**config.mk**
```make
export PLATFORM = sky130hd
export DESIGN_NAME = reply_frame_tx
export DESIGN_NICKNAME = d
export VERILOG_FILES = /design/src/rtl/rtx_pkg.sv /design/src/rtl/rtx_rst_sync.sv /design/src/rtl/rtx_csum.sv /design/src/rtl/rtx_field_sel.sv /design/src/rtl/reply_frame_tx.sv
export SDC_FILE = /design/constraint.sdc
export NUM_CORES = 1
export LEC_CHECK = 0
export ABC_AREA = 1
export BUFFER_PORTS_ARGS = -buffer_cell sky130_fd_sc_hd__clkbuf_2
export CORE_UTILIZATION = 50
export DETAILED_ROUTE_END_ITERATION = 16
export PLACE_DENSITY = 0.68
export SLEW_MARGIN = 20
export SYNTH_ARGS = -nofsm -noshare
export SYNTH_HDL_FRONTEND = slang
export SYNTH_SLANG_ARGS = --single-unit
```
**constraint.sdc**
```tcl
create_clock -name clk -period 7.15 [get_ports clk]
set_input_delay 0.715 -clock clk [delete_from_list [all_inputs] [get_ports clk]]
set_output_delay 0.715 -clock clk [all_outputs]
set_load 0.02 [all_outputs]
```
**src/rtl/rtx_pkg.sv**
```systemverilog
package rtx_pkg;
  localparam int BYTE_W     = 8;
  localparam int CODE_W     = 8;
  localparam int ADDR_W     = 16;
  localparam int LEN_W      = 16;
  localparam int CMD_W      = CODE_W + ADDR_W + LEN_W;
  localparam int HDR_BYTES  = 6;
  localparam int ECHO_BYTES = 5;
  localparam int IDX_W      = $clog2(HDR_BYTES);
  localparam int FIDX_W     = 8;
  localparam int CSUM_W     = 16;

  typedef struct packed {
    logic [CODE_W-1:0] code;
    logic [ADDR_W-1:0] addr;
    logic [LEN_W-1:0]  len;
  } cmd_t;

  typedef enum logic [2:0] {
    ST_IDLE,
    ST_HDR,
    ST_ECHO,
    ST_PAY,
    ST_CK_HI,
    ST_CK_LO
  } tx_st_t;

  function automatic logic [LEN_W-1:0] clip_len(input logic [LEN_W-1:0] left,
                                                input logic [LEN_W-1:0] limit);
    return (left > limit) ? limit : left;
  endfunction
endpackage

```
**src/rtl/rtx_rst_sync.sv**
```systemverilog
module rtx_rst_sync #(
  parameter int STAGES = 2
) (
  input  logic clk,
  input  logic rst_n,
  output logic rst_sync_n
);
  logic [STAGES-1:0] sync_q;

  always_ff @(posedge clk or negedge rst_n) begin
    if (!rst_n) sync_q <= '0;
    else        sync_q <= {sync_q[STAGES-2:0], 1'b1};
  end

  assign rst_sync_n = sync_q[STAGES-1];
endmodule

```
**src/rtl/rtx_csum.sv**
```systemverilog
module rtx_csum import rtx_pkg::*; (
  input  logic              clk,
  input  logic              rst_n,
  input  logic              clr,
  input  logic              add_en,
  input  logic [BYTE_W-1:0] byte_in,
  output logic [CSUM_W-1:0] csum_out
);
  logic [CSUM_W-1:0] sum_q, sum_d;
  logic              odd_q, odd_d;
  logic [CSUM_W-1:0] word;
  logic [CSUM_W:0]   wide;

  // Even byte positions fill the upper half of a word, odd ones the lower half.
  always_comb begin
    word  = odd_q ? {{(CSUM_W-BYTE_W){1'b0}}, byte_in} : {byte_in, {(CSUM_W-BYTE_W){1'b0}}};
    wide  = {1'b0, sum_q} + {1'b0, word};
    sum_d = sum_q;
    odd_d = odd_q;
    if (clr) begin
      sum_d = '0;
      odd_d = 1'b0;
    end else if (add_en) begin
      // end-around carry keeps the sum in ones-complement form
      sum_d = wide[CSUM_W-1:0] + {{(CSUM_W-1){1'b0}}, wide[CSUM_W]};
      odd_d = ~odd_q;
    end
  end

  always_ff @(posedge clk or negedge rst_n) begin
    if (!rst_n) begin
      sum_q <= '0;
      odd_q <= 1'b0;
    end else begin
      sum_q <= sum_d;
      odd_q <= odd_d;
    end
  end

  assign csum_out = ~sum_q;
endmodule

```
**src/rtl/rtx_field_sel.sv**
```systemverilog
module rtx_field_sel import rtx_pkg::*; #(
  parameter logic [BYTE_W-1:0] FRAME_TAG = 8'hD7
) (
  input  tx_st_t            st,
  input  logic [IDX_W-1:0]  idx,
  input  logic [FIDX_W-1:0] frag_idx,
  input  logic [ADDR_W-1:0] frag_addr,
  input  logic [LEN_W-1:0]  frag_len,
  input  cmd_t              cmd,
  input  logic [CSUM_W-1:0] csum,
  input  logic [BYTE_W-1:0] mem_rdata,
  output logic [BYTE_W-1:0] byte_out
);
  logic [BYTE_W-1:0] hdr_b  [HDR_BYTES];
  logic [BYTE_W-1:0] echo_b [ECHO_BYTES];

  always_comb begin
    hdr_b[0] = FRAME_TAG;
    hdr_b[1] = frag_idx;
    hdr_b[2] = frag_addr[15:8];
    hdr_b[3] = frag_addr[7:0];
    hdr_b[4] = frag_len[15:8];
    hdr_b[5] = frag_len[7:0];
    echo_b[0] = cmd.code;
    echo_b[1] = cmd.addr[15:8];
    echo_b[2] = cmd.addr[7:0];
    echo_b[3] = cmd.len[15:8];
    echo_b[4] = cmd.len[7:0];
  end

  always_comb begin
    byte_out = '0;
    unique case (st)
      ST_HDR:   byte_out = (int'(idx) < HDR_BYTES)  ? hdr_b[idx]  : '0;
      ST_ECHO:  byte_out = (int'(idx) < ECHO_BYTES) ? echo_b[idx] : '0;
      ST_PAY:   byte_out = mem_rdata;
      ST_CK_HI: byte_out = csum[15:8];
      ST_CK_LO: byte_out = csum[7:0];
      default:  byte_out = '0;
    endcase
  end
endmodule

```
**src/rtl/reply_frame_tx.sv**
```systemverilog
module reply_frame_tx import rtx_pkg::*; #(
  parameter int                MAX_PAY   = 1472,
  parameter logic [BYTE_W-1:0] FRAME_TAG = 8'hD7,
  parameter logic [CODE_W-1:0] READ_CODE = 8'h01
) (
  input  logic              clk,
  input  logic              rst_n,
  input  logic              cmd_valid,
  input  logic [CMD_W-1:0]  cmd_data,
  output logic              cmd_pop,
  output logic              mem_rd_en,
  output logic [ADDR_W-1:0] mem_addr,
  input  logic [BYTE_W-1:0] mem_rdata,
  output logic              tx_valid,
  output logic [BYTE_W-1:0] tx_data,
  output logic              tx_last,
  input  logic              tx_ready
);
  localparam logic [LEN_W-1:0] MAX_LEN   = LEN_W'(MAX_PAY);
  localparam logic [IDX_W-1:0] HDR_END   = IDX_W'(HDR_BYTES - 1);
  localparam logic [IDX_W-1:0] ECHO_END  = IDX_W'(ECHO_BYTES - 1);

  logic rst_sync_n;

  tx_st_t            st_q, st_d;
  logic [IDX_W-1:0]  idx_q, idx_d;
  logic [FIDX_W-1:0] fidx_q, fidx_d;
  logic [ADDR_W-1:0] faddr_q, faddr_d;
  logic [LEN_W-1:0]  flen_q, flen_d;
  logic [LEN_W-1:0]  pleft_q, pleft_d;
  logic [LEN_W-1:0]  rem_q, rem_d;
  logic [ADDR_W-1:0] rptr_q, rptr_d;
  cmd_t              cmd_q, cmd_d;

  cmd_t              cmd_in;
  logic              need_data;
  logic [LEN_W-1:0]  first_rem;
  logic [LEN_W-1:0]  next_len;
  logic              accept;
  logic              sum_clr;
  logic              sum_add;
  logic [CSUM_W-1:0] csum;

  rtx_rst_sync #(.STAGES(2)) u_rst (
    .clk        (clk),
    .rst_n      (rst_n),
    .rst_sync_n (rst_sync_n)
  );

  assign cmd_in    = cmd_t'(cmd_data);
  assign need_data = (cmd_in.code == READ_CODE) && (cmd_in.len != '0);
  assign first_rem = need_data ? cmd_in.len : '0;
  assign tx_valid  = (st_q != ST_IDLE);
  assign tx_last   = (st_q == ST_CK_LO);
  assign accept    = tx_valid && tx_ready;

  // Next-state and datapath control
  always_comb begin
    st_d     = st_q;
    idx_d    = idx_q;
    fidx_d   = fidx_q;
    faddr_d  = faddr_q;
    flen_d   = flen_q;
    pleft_d  = pleft_q;
    rem_d    = rem_q;
    rptr_d   = rptr_q;
    cmd_d    = cmd_q;
    cmd_pop  = 1'b0;
    sum_clr  = 1'b0;
    sum_add  = 1'b0;
    next_len = clip_len(rem_q, MAX_LEN);

    unique case (st_q)
      ST_IDLE: begin
        if (cmd_valid && rst_sync_n) begin
          cmd_pop = 1'b1;
          cmd_d   = cmd_in;
          rem_d   = first_rem;
          flen_d  = clip_len(first_rem, MAX_LEN);
          pleft_d = clip_len(first_rem, MAX_LEN);
          rptr_d  = cmd_in.addr;
          faddr_d = cmd_in.addr;
          fidx_d  = '0;
          idx_d   = '0;
          sum_clr = 1'b1;
          st_d    = ST_HDR;
        end
      end
      ST_HDR: begin
        if (accept) begin
          sum_add = 1'b1;
          if (idx_q == HDR_END) begin
            idx_d = '0;
            st_d  = ST_ECHO;
          end else begin
            idx_d = idx_q + 1'b1;
          end
        end
      end
      ST_ECHO: begin
        if (accept) begin
          sum_add = 1'b1;
          if (idx_q == ECHO_END) begin
            idx_d = '0;
            st_d  = (flen_q != '0) ? ST_PAY : ST_CK_HI;
          end else begin
            idx_d = idx_q + 1'b1;
          end
        end
      end
      ST_PAY: begin
        if (accept) begin
          sum_add = 1'b1;
          rptr_d  = rptr_q + 1'b1;
          pleft_d = pleft_q - 1'b1;
          if (pleft_q == LEN_W'(1)) begin
            rem_d = rem_q - flen_q;
            st_d  = ST_CK_HI;
          end
        end
      end
      ST_CK_HI: begin
        if (accept) st_d = ST_CK_LO;
      end
      ST_CK_LO: begin
        if (accept) begin
          if (rem_q != '0) begin
            fidx_d  = fidx_q + 1'b1;
            flen_d  = next_len;
            pleft_d = next_len;
            faddr_d = rptr_q;
            idx_d   = '0;
            sum_clr = 1'b1;
            st_d    = ST_HDR;
          end else begin
            st_d = ST_IDLE;
          end
        end
      end
      default: st_d = ST_IDLE;
    endcase
  end

  // The read issued now returns the byte presented in the next payload cycle.
  assign mem_rd_en = (st_d == ST_PAY);
  assign mem_addr  = rptr_d;

  always_ff @(posedge clk or negedge rst_sync_n) begin
    if (!rst_sync_n) begin
      st_q    <= ST_IDLE;
      idx_q   <= '0;
      fidx_q  <= '0;
      faddr_q <= '0;
      flen_q  <= '0;
      pleft_q <= '0;
      rem_q   <= '0;
      rptr_q  <= '0;
      cmd_q   <= '0;
    end else begin
      st_q    <= st_d;
      idx_q   <= idx_d;
      fidx_q  <= fidx_d;
      faddr_q <= faddr_d;
      flen_q  <= flen_d;
      pleft_q <= pleft_d;
      rem_q   <= rem_d;
      rptr_q  <= rptr_d;
      cmd_q   <= cmd_d;
    end
  end

  rtx_csum u_csum (
    .clk      (clk),
    .rst_n    (rst_sync_n),
    .clr      (sum_clr),
    .add_en   (sum_add),
    .byte_in  (tx_data),
    .csum_out (csum)
  );

  rtx_field_sel #(.FRAME_TAG(FRAME_TAG)) u_sel (
    .st        (st_q),
    .idx       (idx_q),
    .frag_idx  (fidx_q),
    .frag_addr (faddr_q),
    .frag_len  (flen_q),
    .cmd       (cmd_q),
    .csum      (csum),
    .mem_rdata (mem_rdata),
    .byte_out  (tx_data)
  );
endmodule

```
---- Yosys cells after proc, flatten, opt, wreduce, memory -nomap -nowiden ----
Cells that the tools add are included.
operators by class
  add/subtract/negate cells ............... 7
  bitwise operators ....................... 3
  reduce and logical (&&, ||, !) cells .... 19
  $mul .................................... 0
  eq/ne operators ......................... 17
  shift operators ......................... 0
  mux-type cells .......................... 65
  div/mod/pow operators ................... 0
  $lt $le $gt $ge ......................... 5
operator list
  cell                                                              count
  2-to-1 mux 16 bit                                                 18
  one-hot mux 16 bit (2 select lines)                               4
  2-to-1 mux 8 bit                                                  9
  2-to-1 mux 3 bit                                                  17
  binary-select mux 8 bit (select 3 bit)                            2
  one-hot mux 16 bit (3 select lines)                               1
  nonzero test 16 bit                                               3
  one-hot mux 8 bit (5 select lines)                                1
  greater-than comparator 16 x 11 -> 1 bit (second input constant)  2
  one-hot mux 3 bit (6 select lines)                                1
  adder 16 x 16 -> 17 bit                                           1
  adder 16 x 1 -> 16 bit                                            1
  adder 16 x 1 -> 16 bit (second input constant)                    1
  == test 16 x 1 -> 1 bit (second input constant)                   1
  inverter 16 bit                                                   1
  one-hot mux 8 bit (2 select lines)                                1
  subtractor 16 x 1 -> 16 bit (second input constant)               1
  subtractor 16 bit                                                 1
  == test 3 bit (second input constant)                             4
  one-hot mux 3 bit (4 select lines)                                1
  != test 2 bit (second input constant)                             5
  == test 3 x 2 -> 1 bit (second input constant)                    3
  2-to-1 mux 1 bit                                                  9
  adder 8 x 1 -> 8 bit (second input constant)                      1
  19 further kinds                                                  27
word-level totals
  output and inout bits ................... 28
  bits in read-only memories .............. 0
  memories kept ........................... 0
  register bits after elaboration ......... 153
  bits in latches ......................... 0
  logic and storage cells ................. 130
  RAM bits ................................ 0
  bits of input ports ..................... 52

---- Logic depth before layout (Yosys ltp) ----
  word-level depth ........................ 11
  depth in mapped cells ................... 32

---- Cells and area by module ----
A second synthesis with hierarchy kept.
second synthesis, totals
  cells, all modules ...................... 1740
  area total of the unflattened synthesis .. 11442.2 µm²
by module, submodules not included
  module          cells an instance  seq. area each (µm²)  area an instance (µm²)  times used
  reply_frame_tx  1069               3353.2                7827.5                  1
  rtx_csum        385                425.4                 2319.7                  1
  rtx_field_sel   283                0.0                   1241.2                  1
  rtx_rst_sync    3                  50.0                  53.8                    1

---- Worst setup path before layout ----
OpenSTA, ideal clock, no wires.
  kind .................................... reg-to-output
  from .................................... register u_rst.sync_q[1]
  to ...................................... output port mem_addr[11]
  data arrival time ....................... 5.005 ns
  buffers on the path ..................... 1
  setup slack ............................. 1.430 ns
  stages on the path, launching flop included .. 6
  required time ........................... 6.435 ns
  path through ............................ dfrtp_1 > nand2_1 > nor2_2 > clkbuf_1 > nand2_1 > o211ai_1
on the way
  word-level cells in the longest chain between the ends .. 3
ends and longest elaborated chain
  what                                 RTL line              text
  from (decl)                          rtx_rst_sync.sv:8     logic [STAGES-1:0] sync_q;
  from (signal assigned)               rtx_rst_sync.sv:12    else sync_q <= {sync_q[STAGES-2:0], 1'b1};
  logical AND 1 bit                    reply_frame_tx.sv:75  if (cmd_valid && rst_sync_n) begin
  2-to-1 mux 16 bit                    reply_frame_tx.sv:75
  one-hot mux 16 bit (2 select lines)  reply_frame_tx.sv:73  unique case (st_q)
  to (decl)                            reply_frame_tx.sv:12  output logic [ADDR_W-1:0] mem_addr,
No other way between the ends.

---- Final worst setup path ----
  from .................................... register idx_q[0]
  to ...................................... register u_csum.sum_q[15]
on the way
  word-level cells in the longest chain between the ends .. 11
  elaborated cells between the ends (all ways) .. 17
  those cells by class .................... add/sub (2); order compare (2); mux (12); bitwise (1)
ends and longest elaborated chain
  what                                                       RTL line                                  text
  from (decl)                                                reply_frame_tx.sv:26                      logic [IDX_W-1:0] idx_q, idx_d;
  from (signal assigned)                                     reply_frame_tx.sv:161                     idx_q <= idx_d;
  inverter 3 -> 4 bit (implied by the code)                  rtx_field_sel.sv:34, rtx_field_sel.sv:35
  binary-select mux 8 bit (select 3 bit) (on tied branches)  rtx_field_sel.sv:35, rtx_field_sel.sv:34
  2-to-1 mux 8 bit (on tied branches) (3 in a row)           rtx_field_sel.sv:35, rtx_field_sel.sv:34
  one-hot mux 8 bit (5 select lines) *                       rtx_field_sel.sv:33                       unique case (st)
  2-to-1 mux 16 bit *                                        rtx_csum.sv:16                            word = odd_q ? {{(CSUM_W-BYTE_W){1'b0}}, byte_in} : {byte_in, {(CSUM_W-BYTE_W){1'b0}}};
  adder 16 x 16 -> 17 bit *                                  rtx_csum.sv:17                            wide = {1'b0, sum_q} + {1'b0, word};
  adder 16 x 1 -> 16 bit *                                   rtx_csum.sv:25                            sum_d = wide[CSUM_W-1:0] + {{(CSUM_W-1){1'b0}}, wide[CSUM_W]};
  2-to-1 mux 16 bit *                                        rtx_csum.sv:23                            end else if (add_en) begin
  2-to-1 mux 16 bit *                                        rtx_csum.sv:20                            if (clr) begin
  to (signal assigned)                                       rtx_csum.sv:35                            sum_q <= sum_d;
  to (decl)                                                  rtx_csum.sv:9                             logic [CSUM_W-1:0] sum_q, sum_d;
Every way passes the cells marked *; elsewhere a longest branch is shown, timed or not. The select of a mux whose other input is x is not followed.
A chain may end at the register's enable or synchronous reset.

==> tab_implementation.tex <==
\begin{tabular}{lr}
\hline
Metric & Value \\
\hline
\multicolumn{2}{l}{\textbf{Place}} \\
PortBufs & between 70 and 80 \\
Placer congestion estimate & about 0.96 \\
Detailed placer's ending HPWL & 25.63 mm \\
\multicolumn{2}{l}{\textbf{Clock network}} \\
Post-CTS repair timing setup buffer count & 0 \\
Number of gates resized after CTS & 0 \\
Latest clock arrival within the worst-skew pair & 0.44 ns \\
Number of buffers inserted for hold repair after clock tree synthesis & 0 \\
CTS root buffer & sky130\_fd\_sc\_hd\_\_clkbuf\_16 \\
Number of clock buffers inserted by TritonCTS & 17 \\
Count of H-tree levels built during CTS & 4 \\
Maximum number of buffers from clock root to sink & 2 \\
Clock slew seen by the registers of the worst setup and hold paths & around 0.070 ns \\
TritonCTS clock tree & done \\
CTS Sinks & roughly 150 \\
\multicolumn{2}{l}{\textbf{Critical path}} \\
Worst-path maximum fanout & 30 \\
Data required time at the worst endpoint & approximately 7.5 ns \\
Maximum single-stage delay on the critical path & 0.86 ns \\
Kind of launch point of the worst setup path & flop \\
Arrival time of data at the critical path endpoint & $\sim$5.5 ns \\
Critical path capture point type & flop \\
Cell type of the slowest stage on the worst timing path & sky130\_fd\_sc\_hd\_\_dfrtp\_1 \\
Crit path kind & reg -> reg \\
Most frequent cell on the critical path & sky130\_fd\_sc\_hd\_\_nand2\_1 \\
\multicolumn{2}{l}{\textbf{Outcome}} \\
Outcome & complete, no violations \\
\multicolumn{2}{l}{\textbf{Die}} \\
Starting density of the core & 0.5120 \\
Placeable core region & approximately 0.021 mm2 \\
Floorplan row count & 53 \\
Area enclosed by the die boundary & around 0.022 mm2 \\
Die outline height & between 100 and 150 um \\
Horizontal die dimension & 149.2 um \\
I/O pin cnt & 80 \\
\multicolumn{2}{l}{\textbf{Detailed routing}} \\
Average vias per placed instance & between 5 and 6 \\
DR DRC count & 0 \\
Average wire length per cell after detail routing & approximately 18 um \\
Number of DRC violations after detailed-routing iteration 0 & around 930 \\
Vias & $\sim$11000 \\
Number of detailed-routing iterations run before antenna repair & 6 \\
Count of antenna-violating nets left after detailed routing & 0 \\
Post-Route WL & 33.98 mm \\
\multicolumn{2}{l}{\textbf{Logic synthesis}} \\
Basic-gate share of the synthesized area counting and, or, nand and nor cells & 0.2910 \\
Multiplexer share of the synthesized area & 0 \\
Total of flip-flops plus latches after synthesis & $\sim$150 \\
Post-synth EDFFs & 0 \\
Syn\_area\_per\_cell & roughly 6.9 um2 \\
Fraction of registers with async set or reset after synthesis & 1.000 \\
Number of unique standard cell types used by synthesis & just over 50 \\
Synth Area in Compound Gates & 0.1817 \\
Synthesized net count & between 1500 and 2000 \\
Synthesized-area fraction occupied by xor and xnor cells & 0.01779 \\
Largest family of logic cells by synthesized area & simple AND/OR/NAND/NOR gates \\
Library cell with the largest summed area after synthesis & sky130\_fd\_sc\_hd\_\_dfrtp\_1 \\
Fraction of the mapped netlist area in adder cells & 0.04990 \\
Mapped cell area & approximately 0.011 mm2 \\
Biggest area contributors in the synthesized netlist & sky130\_fd\_sc\_hd\_\_dfrtp\_1 35\%, sky130\_fd\_sc\_hd\_\_nand2\_1 14\%, sky130\_fd\_sc\_hd\_\_inv\_1 7.4\% \\
Dominant register cell in the synthesized netlist & sky130\_fd\_sc\_hd\_\_dfrtp\_1 \\
Post-Synthesis Cells & roughly 1600 \\
Top-area cell type share of the netlist area & 0.3535 \\
Sequential fraction of the synthesis area & 0.3535 \\
Count of yosys warnings during synthesis & 0 \\
\multicolumn{2}{l}{\textbf{Timing}} \\
Final number of setup-violating endpoints & 0 \\
Actual slew at the worst max-slew pin & 0.8448 ns \\
Final-report max-slew violation count & 0 \\
Final hold vios & 0 \\
Normalized max-slew margin & 0.4368 \\
Fmax & $\sim$0.19 GHz \\
RSZ-0062 raised after global routing & no \\
Sum of negative setup slack & 0 ns \\
Final setup skew & about 0.015 ns \\
Share of the clock period used by the worst path after layout & 0.7220 \\
Tmin final & 5.163 ns \\
\multicolumn{2}{l}{\textbf{GRT}} \\
Gr ovfl total & 0 \\
Pin count of the biggest net entering global routing & 69 \\
GRT Total Usage & 0.3170 \\
Antenna violations before repair & 0 \\
Global-route wire length before repair & 54.19 mm \\
Via count of the first global-routing pass & between 10000 and 15000 \\
\multicolumn{2}{l}{\textbf{Pwr}} \\
Overall power after layout & 5.795 mW \\
Static power due to leakage & 6.033 nW \\
Maximum VDD drop & $\sim$0.22 mV \\
Power density of the placed cells & between 400 and 500 mW/mm2 \\
Power share of the combinational group & 0.564 \\
Clock network fraction of total power & 0.156 \\
Switching power summed over all nets & 2.983 mW \\
Switching power as a share of total power & 0.5146 \\
Sequential group share of total power & 0.280 \\
Internal Dissipation & 2.813 mW \\
\multicolumn{2}{l}{\textbf{Cells and area}} \\
Area taken by multi-input logic gates & about 0.0059 mm2 \\
Final Core Density & 0.5631 \\
Commonest cells after routing, fill and taps aside & 400 x sky130\_fd\_sc\_hd\_\_nand2\_1, 213 x sky130\_fd\_sc\_hd\_\_inv\_1, 152 x sky130\_fd\_sc\_hd\_\_dfrtp\_1, 130 x sky130\_fd\_sc\_hd\_\_nor2\_1, 118 x sky130\_fd\_sc\_hd\_\_o21ai\_0 \\
Seq. cell area & roughly 0.0038 mm2 \\
Final nets & roughly 1700 \\
Most common cell after layout, fill and taps aside & sky130\_fd\_sc\_hd\_\_nand2\_1 \\
Fraction of final layout cells with drive strength greater than 1 & 0.09785 \\
Total of fill cells in the finished design & 2092 \\
Area growth from synthesis to final layout & 9.981\% \\
Number of antenna diodes & 0 \\
\multicolumn{2}{l}{\textbf{Run}} \\
Max-cap violation count & 0 \\
\multicolumn{2}{l}{\textbf{Hold path}} \\
Path class of the lowest-slack min-delay path & in -> async \\
\hline
\end{tabular}
-- sequential cells by signal (all words and copies together) (netlist names), 8 cells and up --
register and flops:
rem_q 16, cmd_q 40, u_csum.sum_q 16, rptr_q 16
pleft_q 16, fidx_q 8, faddr_q 16, flen_q 16
-- layout make-up --
cell class                 instances  share of cell area
inverter                         225             0.07090
timing repair buffer              87             0.03823
multi-input combinational       1128              0.4921
tap                              275             0.02888
sequential                       153              0.3217
clock buffer                      18             0.03687
clock inverter                    14             0.01134
-- layer usage --
metal	vias to the layer above	global-route usage	share of wire
li1	5272	-	-
met1	5035	0.4472	0.44
met2	447	0.4988	0.46
met3	45	0.05841	0.078
met4	0	0.08112	0.018
met5	-	0	0
-- cells in the mapped netlist (10+ instances only) --
master and instances:
sky130_fd_sc_hd__a21boi_1 11, sky130_fd_sc_hd__a21oi_1 93, sky130_fd_sc_hd__a31oi_1 13, sky130_fd_sc_hd__buf_2 19, sky130_fd_sc_hd__clkbuf_1 21, sky130_fd_sc_hd__dfrtp_1 153
sky130_fd_sc_hd__ha_1 40, sky130_fd_sc_hd__inv_1 213, sky130_fd_sc_hd__inv_2 11, sky130_fd_sc_hd__nand2_1 400, sky130_fd_sc_hd__nand3_1 99, sky130_fd_sc_hd__nand4_1 44
sky130_fd_sc_hd__nor2_1 130, sky130_fd_sc_hd__nor3_1 12, sky130_fd_sc_hd__o211ai_1 31, sky130_fd_sc_hd__o21ai_0 118, sky130_fd_sc_hd__o21ai_1 12, sky130_fd_sc_hd__o221ai_1 17
sky130_fd_sc_hd__o22ai_1 10, sky130_fd_sc_hd__xor2_1 13
-- cell families after synthesis --
group / after synthesis
compound gates: 335
other cells: 1
xor+xnor: 22
simple gates: 728
buf+inv: 280
fa+ha+maj: 42
flops: 153
-- power groups by stage --
| stage | logic (mW) | clock network (mW) | registers [mW] |
|---|---|---|---|
| after floorplan | 2.47 | 0 | 1.46 |
| after global placement | 3.17 | 0 | 1.62 |
| after detailed placement | 3.21 | 0 | 1.62 |
| after CTS | 3.23 | 0.911 | 1.61 |
| after global routing | 3.69 | 0.943 | 1.66 |
| final | 3.27 | 0.906 | 1.62 |
-- worst paths after layout --
path / startpoint / to / slack [ns] / cells past startpoint
setup / recovery: idx_q[0]$_DFFE_PN0P_ / u_csum.sum_q[15]$_DFFE_PN0P_ / 1.99 / 29
hold / removal: rst_n / u_rst.sync_q[0]$_DFF_PN0_ / 0.05 / 1
setup reg to reg: idx_q[0]$_DFFE_PN0P_ / u_csum.sum_q[15]$_DFFE_PN0P_ / 1.99 / 29
hold reg to reg: u_rst.sync_q[1]$_DFF_PN0_ / rem_q[14]$_DFFE_PN0P_ / 0.36 / 0
max in group asynchronous: u_rst.sync_q[1]$_DFF_PN0_ / fidx_q[1]$_DFFE_PN0P_ / 5.49 / 1
min in group clk: u_rst.sync_q[0]$_DFF_PN0_ / u_rst.sync_q[1]$_DFF_PN0_ / 0.36 / 0
-- worst max-delay path, delay by kind of cell (launching register included) --
family | cells | cell delay, ns
buffers and inverters | 3 | 0.42
and+or+nand+nor | 21 | 2.77
DFF | 1 | 0.86
AOI/OAI and AO/OA | 3 | 0.45
adders and majority gates | 2 | 0.53
-- per-stage QoR --
step	setup slack, ns	std cells	hold slack [ns]	cell area [um2]
2_1_floorplan	1.430	1561	0.3312	10830
3_3_place_gp	2.207	1868	0.3353	11340
4_1_cts	2.056	1900	0.03737	11910
3_5_place_dp	2.072	1868	0.3404	11340
5_1_grt	1.295	1900	0.04580	11910
6_report	1.987	1900	0.05111	11910
Power figures use the tool's default switching activity.
